**src/rtl/pad_debounce_pkg.sv**
```systemverilog
package pad_debounce_pkg;

  // Strobes handed from the control side to the filter datapath.
  typedef struct packed {
    logic       tick;     // one base period elapsed
    logic       restart;  // accepted configuration write this cycle
    logic       bypass;   // filtering not engaged
    logic [3:0] expSel;   // current exponent N
  } dbnStrobes_t;

endpackage

```
**src/rtl/pad_debounce_ctrl.sv**
```systemverilog
module pad_debounce_ctrl
  import pad_debounce_pkg::*;
#(
  parameter int EXP_W         = 4,
  parameter int MIN_EXP       = 3,
  parameter int CLKS_PER_TICK = 1562
) (
  input  logic               clk,
  input  logic               rstN,
  input  logic               cfgWe,
  input  logic               cfgEnable,
  input  logic [EXP_W-1:0]   cfgExp,
  output logic [EXP_W:0]     dbnSetting,
  output logic               routeSel,
  output logic [(2**EXP_W)-1:0] periodTicks,
  output dbnStrobes_t        strobes
);
  localparam int CNT_W = 2 ** EXP_W;
  localparam int PRE_W = (CLKS_PER_TICK > 1) ? $clog2(CLKS_PER_TICK) : 1;
  localparam logic [PRE_W-1:0] PRE_LAST = PRE_W'(CLKS_PER_TICK - 1);

  logic             enReg;
  logic [EXP_W-1:0] expReg;
  logic             selReg;
  logic [PRE_W-1:0] preCnt;
  logic             tickNow;
  logic             accept;

  // A write that disables is always taken; an enabling write needs a legal N.
  assign accept = cfgWe && (!cfgEnable || (cfgExp >= EXP_W'(MIN_EXP)));

  always_ff @(posedge clk or negedge rstN) begin
    if (!rstN) begin
      enReg  <= 1'b0;
      expReg <= '0;
      selReg <= 1'b0;
    end else if (accept) begin
      if (cfgEnable) begin
        enReg  <= 1'b1;
        expReg <= cfgExp;
        selReg <= 1'b1;
      end else begin
        enReg  <= 1'b0;
        expReg <= '0;
        selReg <= 1'b0;
      end
    end
  end

  // Base time prescaler.
  assign tickNow = (preCnt == PRE_LAST);

  always_ff @(posedge clk or negedge rstN) begin
    if (!rstN)        preCnt <= '0;
    else if (tickNow) preCnt <= '0;
    else              preCnt <= preCnt + 1'b1;
  end

  assign dbnSetting  = {expReg, enReg};
  assign routeSel    = selReg;
  assign periodTicks = enReg ? (CNT_W'(1) << expReg) : '0;

  always_comb begin
    strobes         = '0;
    strobes.tick    = tickNow;
    strobes.restart = accept;
    strobes.bypass  = !(enReg && selReg);
    strobes.expSel  = 4'(expReg);
  end

  AST_REJECT_KEEPS: assert property (@(posedge clk) disable iff (!rstN)
    (cfgWe && cfgEnable && (cfgExp < EXP_W'(MIN_EXP))) |=> $stable(dbnSetting) && $stable(routeSel));
  AST_DISABLE_CLEARS: assert property (@(posedge clk) disable iff (!rstN)
    (cfgWe && !cfgEnable) |=> (dbnSetting == '0) && !routeSel);
  AST_EXP_LEGAL: assert property (@(posedge clk) disable iff (!rstN)
    dbnSetting[0] |-> (dbnSetting[EXP_W:1] >= EXP_W'(MIN_EXP)));
  AST_ENABLE_SETS: assert property (@(posedge clk) disable iff (!rstN)
    (cfgWe && cfgEnable && (cfgExp >= EXP_W'(MIN_EXP))) |=> routeSel && dbnSetting[0]);

endmodule

```
**src/rtl/pad_debounce_filter.sv**
```systemverilog
module pad_debounce_filter
  import pad_debounce_pkg::*;
#(
  parameter int EXP_W = 4
) (
  input  logic        clk,
  input  logic        rstN,
  input  logic        padIn,
  input  dbnStrobes_t strobes,
  output logic        padOut
);
  localparam int CNT_W = 2 ** EXP_W;

  logic [CNT_W-1:0] tickCnt;
  logic [CNT_W-1:0] target;
  logic [CNT_W-1:0] nextCnt;
  logic             differs;

  assign target  = CNT_W'(1) << strobes.expSel[EXP_W-1:0];
  assign nextCnt = tickCnt + 1'b1;
  assign differs = (padIn != padOut);

  always_ff @(posedge clk or negedge rstN) begin
    if (!rstN) begin
      padOut  <= 1'b0;
      tickCnt <= '0;
    end else if (strobes.bypass) begin
      padOut  <= padIn;
      tickCnt <= '0;
    end else if (strobes.restart || !differs) begin
      tickCnt <= '0;
    end else if (strobes.tick) begin
      if (nextCnt == target) begin
        padOut  <= padIn;
        tickCnt <= '0;
      end else begin
        tickCnt <= nextCnt;
      end
    end
  end

  AST_NO_EARLY_EDGE: assert property (@(posedge clk) disable iff (!rstN)
    (!strobes.bypass && !strobes.tick) |=> $stable(padOut));
  AST_REVERSAL_CLEARS: assert property (@(posedge clk) disable iff (!rstN)
    (!strobes.bypass && !differs) |=> (tickCnt == '0));
  AST_RESTART_CLEARS: assert property (@(posedge clk) disable iff (!rstN)
    strobes.restart |=> (tickCnt == '0));
  AST_BYPASS_FOLLOWS: assert property (@(posedge clk) disable iff (!rstN)
    strobes.bypass |=> (padOut == $past(padIn)));

endmodule

```
**src/rtl/pad_debounce.sv**
```systemverilog
module pad_debounce
  import pad_debounce_pkg::*;
#(
  parameter int EXP_W         = 4,
  parameter int MIN_EXP       = 3,
  parameter int CLKS_PER_TICK = 1562
) (
  input  logic                  clk,
  input  logic                  rstN,
  input  logic                  padIn,
  input  logic                  cfgWe,
  input  logic                  cfgEnable,
  input  logic [EXP_W-1:0]      cfgExp,
  output logic [EXP_W:0]        dbnSetting,
  output logic                  routeSel,
  output logic [(2**EXP_W)-1:0] periodTicks,
  output logic                  baseTick,
  output logic                  padOut
);
  dbnStrobes_t strobes;

  pad_debounce_ctrl #(
    .EXP_W(EXP_W), .MIN_EXP(MIN_EXP), .CLKS_PER_TICK(CLKS_PER_TICK)
  ) ctrl_i (
    .clk(clk), .rstN(rstN), .cfgWe(cfgWe), .cfgEnable(cfgEnable),
    .cfgExp(cfgExp), .dbnSetting(dbnSetting), .routeSel(routeSel),
    .periodTicks(periodTicks), .strobes(strobes)
  );

  pad_debounce_filter #(.EXP_W(EXP_W)) filt_i (
    .clk(clk), .rstN(rstN), .padIn(padIn), .strobes(strobes), .padOut(padOut)
  );

  assign baseTick = strobes.tick;

endmodule

```
**config.mk**
```make
export PLATFORM = sky130hd
export DESIGN_NAME = pad_debounce
export DESIGN_NICKNAME = d
export VERILOG_FILES = /design/src/rtl/pad_debounce_pkg.sv /design/src/rtl/pad_debounce_ctrl.sv /design/src/rtl/pad_debounce_filter.sv /design/src/rtl/pad_debounce.sv
export SDC_FILE = /design/constraint.sdc
export NUM_CORES = 1
export LEC_CHECK = 0
export BUFFER_PORTS_ARGS = -buffer_cell sky130_fd_sc_hd__buf_4
export CAP_MARGIN = 30
export CELL_PAD_IN_SITES_DETAIL_PLACEMENT = 0
export CELL_PAD_IN_SITES_GLOBAL_PLACEMENT = 1
export CORE_UTILIZATION = 39
export CTS_CLUSTER_SIZE = 16
export DETAILED_ROUTE_END_ITERATION = 12
export GPL_TIMING_DRIVEN = 0
export PLACE_DENSITY = 0.82
export SKIP_CTS_REPAIR_TIMING = 1
export SYNTH_ARGS = -nofsm -noshare
export SYNTH_HDL_FRONTEND = slang
export SYNTH_SLANG_ARGS = --single-unit
```
**constraint.sdc**
```tcl
create_clock -name clk -period 3 [get_ports clk]
set_input_delay 0.6 -clock clk [delete_from_list [all_inputs] [get_ports clk]]
set_output_delay 0.6 -clock clk [all_outputs]
set_load 0.05 [all_outputs]
```
==> flow_summary.yaml <==
outcome:
  outcome: "completed"
final_layout:
  nNetsFinal: 368
  layout_commonest_cell: "buf_4"
  n_antenna_cell: 0
  layout-drive-gt1-share_pct: 25.77
  fin_area_um2: 3132
  syn_to_final_growth_pct: 25.34
  finalNonFillerCells: 432
  final_cell_mix: "buf_4 (43), nand2_1 (40), dfrtp_1 (32), nand3_1 (28), nor2_1 (28)"
  final.fill_count: 604
yosys:
  async_reset_ff_share_pct: 100.0
  ys.flop_type: "dfrtp_1"
  synth.avg_cell_area_um2: 8.112
  synth_edf_count: 0
  synth.area.top_cells: "dfrtp_1 (33%), xnor2_1 (7.4%), nand2_1 (6.0%)"
  synth_top_area_share_pct: 33.05
  synth_top_area_cell: "dfrtp_1"
  yosysUniqueCellTypes: 53
  syn-instance-count: 308
  ys_ff_latch: 33
  syn-num-nets: 320
  yosysSeqAreaShare_pct: 33.05
  syn_area_um2: 2499
  ys_warn_count: 0
detailed_routing:
  wirelength_um: 6560
  wire_per_inst_um: 15.19
  viasPerCell: 5.609
  num_vias: 2423
  first_iter_violations: 158
  drc: 0
  firstDrtPassIters: 4
  postRouteAntennaNets: 0
floorplan:
  die_w_um: 82.04
  initial_utilization_pct: 41.23
  std_cell_rows: 28
  die-area_um2: 6731
  die_h_um: 82.04
  io_pins: 33
  core_area_um2: 6061
timing:
  maxSlewViolCount: 0
  fin_worst_skew_ns: 0.005936
  tns_ns: 0
  setup_viol: 0
  post-route-period-util_pct: 97.60
  timing.hold.ws_ns: 0.2386
  slew_headroom_pct: 50.45
  min_period_ns: 2.928
  worstMarginPinSlew_ns: 0.7404
  hold_viol_final: 0
  fmax_mhz: 341.5
worst_setup_path:
  cp-start-kind: "flop"
  critPathKind: "flop to flop"
  crit_required_ns: 3.18
  crit_fanout: 10
  worstPathArrival_ns: 3.11
  endpoint_kind: "flop"
clock_tree:
  clock_path_buffers: 2
  clk_latency_ns: 0.29
  path_clk_slew_ns: 0.08
  cts_num_sinks: 33
  cts_buffers: 5
  clock-root-buffer: "clkbuf_8"
  h-tree-depth: 2
  cts_tree: "built"
global_route:
  antenna_found_initial: 0
  gr-total-overflow: 0
  grt_pass1_wl_um: 10630
  grt_pass1_vias: 2147
  grt_max_degree: 34
  grt_use_total_pct: 21.02
placement:
  io_buffers: 32
  dp.cells: 415
  post-dp-hpwl_um: 4741
  place_area_um2: 2843
  globalplace.congestion: 0.8602
power:
  total_power_mw: 1.200
  power_density_nw_per_um2: 383.0
  leakage_nw: 1.290
  ir_worst_vdd_mv: 0.2999
hold_path:
  hold_path.class: "primary input to async pin"
run:
  cap_viol_max_count: 0
==> metrics by stage <==
stage               utilization [%]  setup WS (ns)
detailed placement            46.90        -0.2233
global route                  51.67       -0.05066
floorplan                         -        0.07885
finish                        51.67        0.07197
CTS                           48.89        -0.2312
global placement              46.90        -0.1843
==> registers in the layout, summed over array words and instances (netlist names) <==
register / cells
filt_i.tickCnt: 16
ctrl_i.preCnt: 11
ctrl_i.expReg: 4
ctrl_i.enReg: 1
filt_i.padOut: 1
==> worst paths after layout <==
path | start | to | slack, ns | cells past startpoint
min reg2reg | ctrl_i.preCnt[0] | ctrl_i.preCnt[0] | 0.50 | 1
min | rstN | filt_i.tickCnt[3] | 0.24 | 1
max in group asynchronous | rstN | filt_i.tickCnt[0] | 2.44 | 1
max | filt_i.tickCnt[0] | filt_i.tickCnt[9] | 0.07 | 15
max reg2reg | filt_i.tickCnt[0] | filt_i.tickCnt[9] | 0.07 | 15
min in group clk | ctrl_i.preCnt[0] | ctrl_i.preCnt[0] | 0.50 | 1
==> Yosys cell counts (5+ instances only) <==
cell / instances
and3_1: 8
buf_2: 5
clkbuf_1: 10
dfrtp_1: 33
inv_1: 9
nand2_1: 40
nand3_1: 29
nand4_1: 7
nor2_1: 28
nor3_1: 15
o21ai_0: 17
or3_1: 7
xnor2_1: 21
xor2_1: 10
==> power by group <==
| part | leakage [nW] | internal [mW] | switching [mW] |
|---|---|---|---|
| combinational | 0.796 | 0.0992 | 0.188 |
| clock | 0.0574 | 0.270 | 0.175 |
| sequential | 0.437 | 0.453 | 0.0141 |
| total | 1.29 | 0.823 | 0.377 |
==> worst max-delay path: stages, from the launching register on <==
cell and delay (ns):
dfrtp_2 0.43, ha_4 0.14, clkbuf_4 0.18, nand4_1 0.11, buf_4 0.18, buf_4 0.13, nor2_1 0.16, and3_4 0.22
xnor2_1 0.10, a2111oi_4 0.32, buf_4 0.20, buf_4 0.11, a31o_4 0.17, buf_8 0.15, o22ai_1 0.08, o2bb2ai_1 0.13
==> layer usage <==
metal  wire [um]  track usage [%]
met1        3209            31.05
met2        2950            30.99
met3         328            3.000
met4          72            6.842
met5           0                0
==> cells by family (layout without fill, tap and decap cells) <==
logic type               after synthesis  after routing  share of synthesized area [%]
AND/OR/NAND/NOR                      166            166                          35.25
AO/OA/AOI/OAI                         41             41                          11.72
XOR/XNOR                              31             31                          10.87
adder cells (fa/ha/maj)                3              3                          1.502
multiplexers                           5              5                          2.403
buffers and inverters                 29             78                          5.207
flip-flops                            33             33                          33.05
==> cell type report <==
cell class	instances	area, um^2	share of cell area, %
inverter	10	37.54	1.199
clock inverter	2	37.54	1.199
buffer	19	102.6	3.276
multi-input combinational	246	1643	52.46
clock buffer	6	82.58	2.637
tap	75	93.84	2.996
sequential	33	827.0	26.41
timing repair buffer	41	307.8	9.828
(Power assumes the default switching activity.)
